--- config.mk ---
export PLATFORM = sky130hd
export DESIGN_NAME = hwbrk_unit
export DESIGN_NICKNAME = d
export VERILOG_FILES = /design/src/rtl/hwbrk_pkg.sv /design/src/rtl/hwbrk_regs.sv /design/src/rtl/hwbrk_cmp.sv /design/src/rtl/hwbrk_flags.sv /design/src/rtl/hwbrk_unit.sv
export SDC_FILE = /design/constraint.sdc
export NUM_CORES = 1
export LEC_CHECK = 0
export BUFFER_PORTS_ARGS = -buffer_cell sky130_fd_sc_hd__buf_2
export CAP_MARGIN = 20
export CORE_MARGIN = 5
export CORE_UTILIZATION = 52
export CTS_CLUSTER_DIAMETER = 50
export DETAILED_ROUTE_END_ITERATION = 8
export GPL_TIMING_DRIVEN = 0
export PLACE_DENSITY_LB_ADDON = 0.25
export SLEW_MARGIN = 10
export SYNTH_ARGS = -nofsm -noshare
export SYNTH_HDL_FRONTEND = slang
export SYNTH_SLANG_ARGS = --single-unit
--- constraint.sdc ---
create_clock -name clk -period 1.6 [get_ports clk]
set_input_delay 0.24 -clock clk [delete_from_list [all_inputs] [get_ports clk]]
set_output_delay 0.24 -clock clk [all_outputs]
set_load 0.01 [all_outputs]
--- src/rtl/hwbrk_pkg.sv ---
package hwbrk_pkg;

   // number of match points held by one unit
   localparam int unsigned PT_N  = 2;
   localparam int unsigned CTL_W = 4;

   typedef enum logic [1:0] {
      SEL_CTL  = 2'd0,
      SEL_STAT = 2'd1,
      SEL_ADR0 = 2'd2,
      SEL_ADR1 = 2'd3
   } hwbrk_sel_e;

   // control layout, MSB first: fetch mode, in-use, write enable, read enable
   typedef struct packed {
      logic fetch_mode;
      logic in_use;
      logic wr_en;
      logic rd_en;
   } hwbrk_ctl_t;

endpackage

--- src/rtl/hwbrk_regs.sv ---
module hwbrk_regs
   import hwbrk_pkg::*;
#(
   parameter int unsigned ADDR_W = 16,
   parameter int unsigned DATA_W = 16
)(
   input  logic                              clk,
   input  logic                              rst_n,
   input  logic                              wr,
   input  logic [1:0]                        sel,
   input  logic [DATA_W-1:0]                 wdata,
   input  logic [PT_N-1:0]                   status,
   output hwbrk_ctl_t                        ctl_q,
   output logic [PT_N-1:0][ADDR_W-1:0]       addr_q,
   output logic [DATA_W-1:0]                 rdata
);

   always_ff @(posedge clk or negedge rst_n) begin
      if (!rst_n) begin
         ctl_q <= '0;
      end else if (wr && sel == SEL_CTL) begin
         ctl_q <= hwbrk_ctl_t'(wdata[CTL_W-1:0]);
      end
   end

   for (genvar g = 0; g < PT_N; g++) begin : g_adr
      localparam logic [1:0] SEL_G = 2'(int'(SEL_ADR0) + g);
      always_ff @(posedge clk or negedge rst_n) begin
         if (!rst_n) begin
            addr_q[g] <= '0;
         end else if (wr && sel == SEL_G) begin
            addr_q[g] <= wdata[ADDR_W-1:0];
         end
      end
   end

   always_comb begin
      rdata = '0;
      case (sel)
         SEL_CTL:  rdata[CTL_W-1:0]  = ctl_q;
         SEL_STAT: rdata[PT_N-1:0]   = status;
         SEL_ADR0: rdata[ADDR_W-1:0] = addr_q[0];
         default:  rdata[ADDR_W-1:0] = addr_q[1];
      endcase
   end

endmodule

--- src/rtl/hwbrk_cmp.sv ---
module hwbrk_cmp #(
   parameter int unsigned ADDR_W = 16
)(
   input  logic              fetch_mode,
   input  logic              rd_en,
   input  logic              wr_en,
   input  logic [ADDR_W-1:0] bp_addr,
   input  logic              if_valid,
   input  logic [ADDR_W-1:0] if_addr,
   input  logic              d_rd,
   input  logic              d_wr,
   input  logic [ADDR_W-1:0] d_addr,
   output logic              hit
);

   logic data_qual;

   always_comb begin
      data_qual = (d_rd && rd_en) || (d_wr && wr_en);
      if (fetch_mode) begin
         hit = if_valid && (if_addr == bp_addr);
      end else begin
         hit = data_qual && (d_addr == bp_addr);
      end
   end

endmodule

--- src/rtl/hwbrk_flags.sv ---
module hwbrk_flags
   import hwbrk_pkg::*;
#(
   parameter bit HALT_REG = 1'b1
)(
   input  logic            clk,
   input  logic            rst_n,
   input  logic [PT_N-1:0] hit_vec,
   input  logic            clr_stb,
   input  logic [PT_N-1:0] clr_mask,
   output logic [PT_N-1:0] status,
   output logic            halt_req
);

   logic [PT_N-1:0] clr_eff;

   assign clr_eff = clr_stb ? clr_mask : '0;

   // a hit in the same cycle outweighs a clear of that bit
   always_ff @(posedge clk or negedge rst_n) begin
      if (!rst_n) begin
         status <= '0;
      end else begin
         status <= (status & ~clr_eff) | hit_vec;
      end
   end

   if (HALT_REG) begin : g_halt_reg
      always_ff @(posedge clk or negedge rst_n) begin
         if (!rst_n) begin
            halt_req <= 1'b0;
         end else begin
            halt_req <= |hit_vec;
         end
      end
   end else begin : g_halt_comb
      assign halt_req = |hit_vec;
   end

endmodule

--- src/rtl/hwbrk_unit.sv ---
module hwbrk_unit
   import hwbrk_pkg::*;
#(
   parameter int unsigned ADDR_W   = 16,
   parameter int unsigned DATA_W   = 16,
   parameter bit          HALT_REG = 1'b1
)(
   input  logic              clk,
   input  logic              rst_n,
   input  logic              dbg_wr,
   input  logic [1:0]        dbg_sel,
   input  logic [DATA_W-1:0] dbg_wdata,
   output logic [DATA_W-1:0] dbg_rdata,
   input  logic              if_valid,
   input  logic [ADDR_W-1:0] if_addr,
   input  logic              d_rd,
   input  logic              d_wr,
   input  logic [ADDR_W-1:0] d_addr,
   output logic              halt_req
);

   if (ADDR_W < 1 || ADDR_W > DATA_W) begin : g_bad_addr_w
      $error("hwbrk_unit: ADDR_W must lie in 1..DATA_W");
   end
   if (DATA_W < CTL_W) begin : g_bad_data_w
      $error("hwbrk_unit: DATA_W too narrow for the control field");
   end

   hwbrk_ctl_t                  ctl_q;
   logic [PT_N-1:0][ADDR_W-1:0] addr_q;
   logic [PT_N-1:0]             hit_vec;
   logic [PT_N-1:0]             status_q;
   logic                        clr_stb;

   assign clr_stb = dbg_wr && (dbg_sel == SEL_STAT);

   hwbrk_regs #(.ADDR_W(ADDR_W), .DATA_W(DATA_W)) u_regs (
      .clk    (clk),
      .rst_n  (rst_n),
      .wr     (dbg_wr),
      .sel    (dbg_sel),
      .wdata  (dbg_wdata),
      .status (status_q),
      .ctl_q  (ctl_q),
      .addr_q (addr_q),
      .rdata  (dbg_rdata)
   );

   for (genvar g = 0; g < PT_N; g++) begin : g_pt
      hwbrk_cmp #(.ADDR_W(ADDR_W)) u_cmp (
         .fetch_mode (ctl_q.fetch_mode),
         .rd_en      (ctl_q.rd_en),
         .wr_en      (ctl_q.wr_en),
         .bp_addr    (addr_q[g]),
         .if_valid   (if_valid),
         .if_addr    (if_addr),
         .d_rd       (d_rd),
         .d_wr       (d_wr),
         .d_addr     (d_addr),
         .hit        (hit_vec[g])
      );
   end

   hwbrk_flags #(.HALT_REG(HALT_REG)) u_flags (
      .clk      (clk),
      .rst_n    (rst_n),
      .hit_vec  (hit_vec),
      .clr_stb  (clr_stb),
      .clr_mask (dbg_wdata[PT_N-1:0]),
      .status   (status_q),
      .halt_req (halt_req)
   );

endmodule

After elaboration in Yosys (flattened, before gate mapping)
Cells that the tools add are included.
Widths: inputs -> output; s select.
{"block": "word_totals", "reg_bits": 39, "input_bits": 56, "wordCells": 38}
{"block": "classes", "eq_ne": 7, "mux": 6, "bitwise_logic": 3, "reduce_logical": 14}
{"operator": "$eq 16x16->1", "n": 4}
{"operator": "$pmux 12 s2", "n": 1}
{"operator": "$pmux 2 s3", "n": 2}
{"operator": "$logic_and 1x1->1", "n": 10}
{"operator": "$eq 2x2->1 const B", "n": 2}
{"operator": "$reduce_or 2->1", "n": 2}
{"operator": "$and 2x2->2", "n": 1}
{"operator": "$eq 2x1->1 const B", "n": 1}
{"operator": "$logic_not 2->1", "n": 1}
{"operator": "$mux 1", "n": 2}
{"operator": "$mux 2", "n": 1}
{"operator": "$not 2->2", "n": 1}
{"operator": "$or 2x2->2", "n": 1}
{"operator": "$logic_or 1x1->1", "n": 1}

Logic depth before layout (Yosys ltp)
{"block": "depth", "ltp_word": 6, "depth_mapped": 5, "mapped_depth_nobuf": 5}

Modules after synthesis
Synthesis repeated with hierarchy kept, for this count alone.
{"block": "hier_totals", "hier_cells": 216, "hier_area_um2": 2581.2}
{"mod": "hwbrk_regs", "n_inst": 1, "cells_per_inst": 113, "area_each_um2": 1720.4, "seq_area_each_um2": 900.9}
{"mod": "hwbrk_cmp", "n_inst": 2, "cells_per_inst": 47, "area_each_um2": 374.1, "seq_area_each_um2": 0.0}
{"mod": "hwbrk_flags", "n_inst": 1, "cells_per_inst": 8, "area_each_um2": 103.8, "seq_area_each_um2": 75.1}
{"mod": "hwbrk_unit", "n_inst": 1, "cells_per_inst": 1, "area_each_um2": 8.8, "seq_area_each_um2": 0.0}

Least setup slack after synthesis
No wires, ideal clock.
{"block": "synth_path", "path_kind": "input port to output port", "startpoint": "input port dbg_sel[0]", "endpoint": "output port dbg_rdata[2]", "arrival_ps": 966, "required_ps": 1360, "setup_slack_ps": 394, "stages": 3, "path_buffers": 1, "cell_sequence": "buf_6 mux2_2 a22o_1"}
{"block": "synth_via", "elab_chain_cells": 2, "elab_cells_between_ends": 4}
{"element": "from (decl)", "line": "hwbrk_unit.sv:11", "rtl": "input logic [1:0] dbg_sel,"}
{"element": "$eq 2x2->1 (tied with other cells)", "line": "hwbrk_regs.sv:39", "rtl": "case (sel)"}
{"element": "$pmux 2 s3 (*)", "line": "hwbrk_regs.sv:39"}
{"element": "to (decl)", "line": "hwbrk_unit.sv:13", "rtl": "output logic [DATA_W-1:0] dbg_rdata,"}
Every way passes the cells marked *; elsewhere a longest branch is shown, timed or not.

Worst setup path after layout
{"block": "layout_path", "startpoint": "register u_regs.addr_q[0] (netlist name)", "endpoint": "output port dbg_rdata[0]"}
{"block": "layout_via", "elab_chain_cells": 1}
{"element": "from (decl)", "line": "hwbrk_regs.sv:14", "rtl": "output logic [PT_N-1:0][ADDR_W-1:0] addr_q,"}
{"element": "from (signal, indexed assignment)", "line": "hwbrk_regs.sv:32", "rtl": "addr_q[g] <= wdata[ADDR_W-1:0];"}
{"element": "$pmux 2 s3", "line": "hwbrk_regs.sv:39"}
Every way passes these cells.

==> flow_metrics.env <==
export IMPL_outcome="finished, final reports clean"
export IMPL_critical_path_start_end_classification="reg2out"
export IMPL_net_switching_power_figure_mw=1.01
export IMPL_synth_compound_area_frac=0.0272
export IMPL_synth_cell_type_count=26
export IMPL_die_area_mm2=0.00646
export IMPL_first_global_vias=2098
export IMPL_p_leak_nw=1.44
export IMPL_dpl_cell_count=359
export IMPL_detailedRoute_firstPassIterationCount=4
export IMPL_synthAdderAreaFrac=0
export IMPL_detail_route_drc_violations=0
export IMPL_tritoncts="built"
export IMPL_fin_setup_tns_ns=0
export IMPL_dr_total_vias=1981
export IMPL_syn_instance_count=220
export IMPL_tightest_slew_ns=0.903
export IMPL_max_slew_headroom=0.398
export IMPL_final_nets=363
export IMPL_rrSetupSlack_ns=0.13
export IMPL_wl_per_cell_um=17.7
export IMPL_synth_largest_type_area_fraction=0.379
export IMPL_synth_enable_flop_cells=0
export IMPL_die_height_um=80.4
export IMPL_yosys_most_used_dff="sky130_fd_sc_hd__dfrtp_1"
export IMPL_clock_skew_final_ns=0.00779
export IMPL_vias_per_cell=5.30
export IMPL_internal_power_mw=2.25
export IMPL_crit_path_top_delay_cell="sky130_fd_sc_hd__dfrtp_2"
export IMPL_start_util=0.542
export IMPL_htreeDepth=2
export IMPL_holdCritPathClass="in2async"
export IMPL_timing_fmax_ghz=0.643
export IMPL_finalNonFillerCells=374
export IMPL_clock_share_of_power=0.246
export IMPL_synth_top_cells_by_count="sky130_fd_sc_hd__xnor2_1 (62), sky130_fd_sc_hd__dfrtp_1 (39), sky130_fd_sc_hd__mux2_2 (22)"
export IMPL_cts_hold_fix_buffers=0
export IMPL_num_antenna_cells=0
export IMPL_postSynthNetCount=276
export IMPL_avgSynthCellArea_um2=11.7
export IMPL_grt_antenna_before_repair=0
export IMPL_hold_violations=0
export IMPL_worstPathBufferInverterCount=1
export IMPL_synth_simple_gate_area_share=0.122
export IMPL_cp_data_required_time_ns=1.36
export IMPL_synth_cell_area_mm2=0.00258
export IMPL_synth_sequential_area_ratio=0.379
export IMPL_clk_transition_reported_paths_ns=0.08
export IMPL_clock_net_sink_count=39
export IMPL_cp_top_family="flip-flops"
export IMPL_slew_viol_final=0
export IMPL_synthesis_yosys_warnings=0
export IMPL_post_synth_main_area_contributors="sky130_fd_sc_hd__dfrtp_1 (38%), sky130_fd_sc_hd__xnor2_1 (21%), sky130_fd_sc_hd__mux2_2 (9.6%), sky130_fd_sc_hd__mux2_4 (7.0%), sky130_fd_sc_hd__mux2i_1 (4.7%)"
export IMPL_synthXorXnorAreaFrac=0.217
export IMPL_num_rows=25
export IMPL_grt_overflow_total=0
export IMPL_io_buffer_count=72
export IMPL_grt_max_degree=40
export IMPL_critical_path_arrival_ns=1.32
export IMPL_path_cells="mux4_2, buf_2"
export IMPL_wire_length_of_the_first_global_routing_pass_um=10400
export IMPL_layout_min_cycle_time_ns=1.56
export IMPL_first_iter_violations=63
export IMPL_maxCapViolCount=0
export IMPL_path_max_fanout=4
export IMPL_async_reset_ff_frac=1.00
export IMPL_routabilityCongestion=0.879
export IMPL_drt_wl_total_um=6610
export IMPL_post_route_cells_drive_above_1_share=0.443
export IMPL_finalSetupViolCount=0
export IMPL_groute_usage_overall=0.217
export IMPL_core_area_mm2=0.00475
export IMPL_yosys_area_top_type="sky130_fd_sc_hd__dfrtp_1"
export IMPL_ctsLongestPathBuffers=2
export IMPL_synth_seq_cells=39
export IMPL_worst_skew_pair_late_latency_ns=0.29
export IMPL_grt_setup_unrepaired="false"
export IMPL_power_share_combinational=0.330
export IMPL_vdd_ir_drop_worst_mv=0.496
export IMPL_cpPeakStageDelay_ns=0.44
export IMPL_endpoint_kind="primary output"
export IMPL_finalCritPeriodShare=0.973
export IMPL_sequentialPowerShare=0.424
export IMPL_worstSetupStartpointType="flip-flop"
export IMPL_total_cts_buffers=5
export IMPL_power_per_cell_area_mw_per_mm2=1020
export IMPL_cts_root_buffer_cell="sky130_fd_sc_hd__clkbuf_8"
export IMPL_synthMuxAreaShare=0.230
export IMPL_final_antenna_net_count=0
export IMPL_main_combinational_cell_family_by_area_after_synthesis="multiplexers"
export IMPL_p_sw_frac=0.310
export IMPL_yosysMostFrequentCell="sky130_fd_sc_hd__xnor2_1"
export IMPL_hpwl_um=5090
export IMPL_horizontal_extent_of_the_die_um=80.4
export IMPL_floorplan_io_pins=73
export IMPL_syn_to_final_growth_pct=23.9
[cell type report]
cell class | count | area [um^2]
Buffer | 6 | 57.6
Tap cell | 67 | 83.8
Sequential cell | 39 | 980
Inverter | 2 | 7.51
Fill cell | 396 | 1560
Clock inverter | 2 | 37.5
Multi-Input combinational cell | 173 | 1540
Timing Repair Buffer | 80 | 420
Clock buffer | 5 | 68.8
[layout by cell type (no fill, tap or decap), drive strengths merged, types with 3 or more instances in the layout]
cell	Yosys	final
a22oi	3	3
buf	5	85
clkbuf	1	6
dfrtp	39	39
mux2	34	34
mux2i	12	12
nand2	8	8
nand3	3	3
nand4	14	14
nor2	5	5
nor2b	12	12
o21ai	6	6
xnor2	62	62
[metal layers]
metal / part of all wire / track usage / vias up
li1: - / - / 947
met1: 0.44 / 0.282 / 964
met2: 0.50 / 0.363 / 58
met3: 0.051 / 0.0437 / 12
met4: 0.016 / 0.0608 / 0
met5: 0 / 0 / -
[per-stage QoR]
| step | hold WS, ns | area, um^2 | util | power, mW | setup WS, ns |
|---|---|---|---|---|---|
| after floorplan | -0.0556 | 2580 | - | 2.06 | 0.394 |
| after global placement | 0.400 | 3020 | 0.636 | 2.38 | 0.0460 |
| after detailed placement | 0.402 | 3020 | 0.636 | 2.41 | 0.0329 |
| after CTS | 0.0886 | 3150 | 0.663 | 3.24 | 0.0165 |
| after global routing | 0.141 | 3190 | 0.672 | 3.43 | 0.00203 |
| final | 0.0775 | 3190 | 0.672 | 3.25 | 0.0439 |
[flip-flops by register name (all words and copies together), names as in the netlist]
name and flops:
u_regs.addr_q 32, u_regs.ctl_q 4, u_flags.status 2, u_flags.halt_req 1
[final timing paths]
path                                              start                       endpoint  depth (start not counted)
min in group clk                           dbg_wdata[6]   u_regs.addr_q[6]$_DFFE_PN0P_                          2
setup / recovery           u_regs.addr_q[0]$_DFFE_PN0P_                   dbg_rdata[0]                          2
max in group asynchronous                         rst_n   u_regs.addr_q[0]$_DFFE_PN0P_                          1
hold / removal                                    rst_n  u_regs.addr_q[15]$_DFFE_PN0P_                          1
hold reg to reg             u_flags.status[1]$_DFF_PN0_    u_flags.status[1]$_DFF_PN0_                          2
setup reg to reg           u_regs.addr_q[2]$_DFFE_PN0P_     u_flags.halt_req$_DFF_PN0_                          6
[worst reg2reg max path: cells and delay by family (launching register included)]
family	cells	cell delay (ns)
and+or+nand+nor	3	0.50
DFF	1	0.39
xor gates and xnor gates	1	0.21
AOI/OAI and AO/OA	1	0.15
buffers and inverters	1	0.16
[cell families (layout without fill, tap and decap cells)]
group                     Yosys count  in the layout
AOI/OAI and AO/OA                  11             11
DFF                                39             39
buffers and inverters               8             95
xor gates and xnor gates           64             64
and+or+nand+nor                    50             50
muxes                              48             48
[power by group through the flow]
stage               Sequential, mW  Combinational [mW]  Clock (mW)
floorplan                     1.35               0.709           0
global route                  1.41                1.17       0.851
finish                        1.38                1.07       0.800
detailed placement            1.41               0.996           0
CTS                           1.38                1.04       0.820
global placement              1.40               0.982           0
[repair_timing]
| action | 4_1_cts | 5_1_grt |
|---|---|---|
| pin swaps | 0 | 1 |
| setup buffers | 3 | 5 |
| resized for setup | 0 | 5 |
| setup endpoints to repair | 2 | 14 |
No activity file was read; power rests on OpenSTA's default activity.
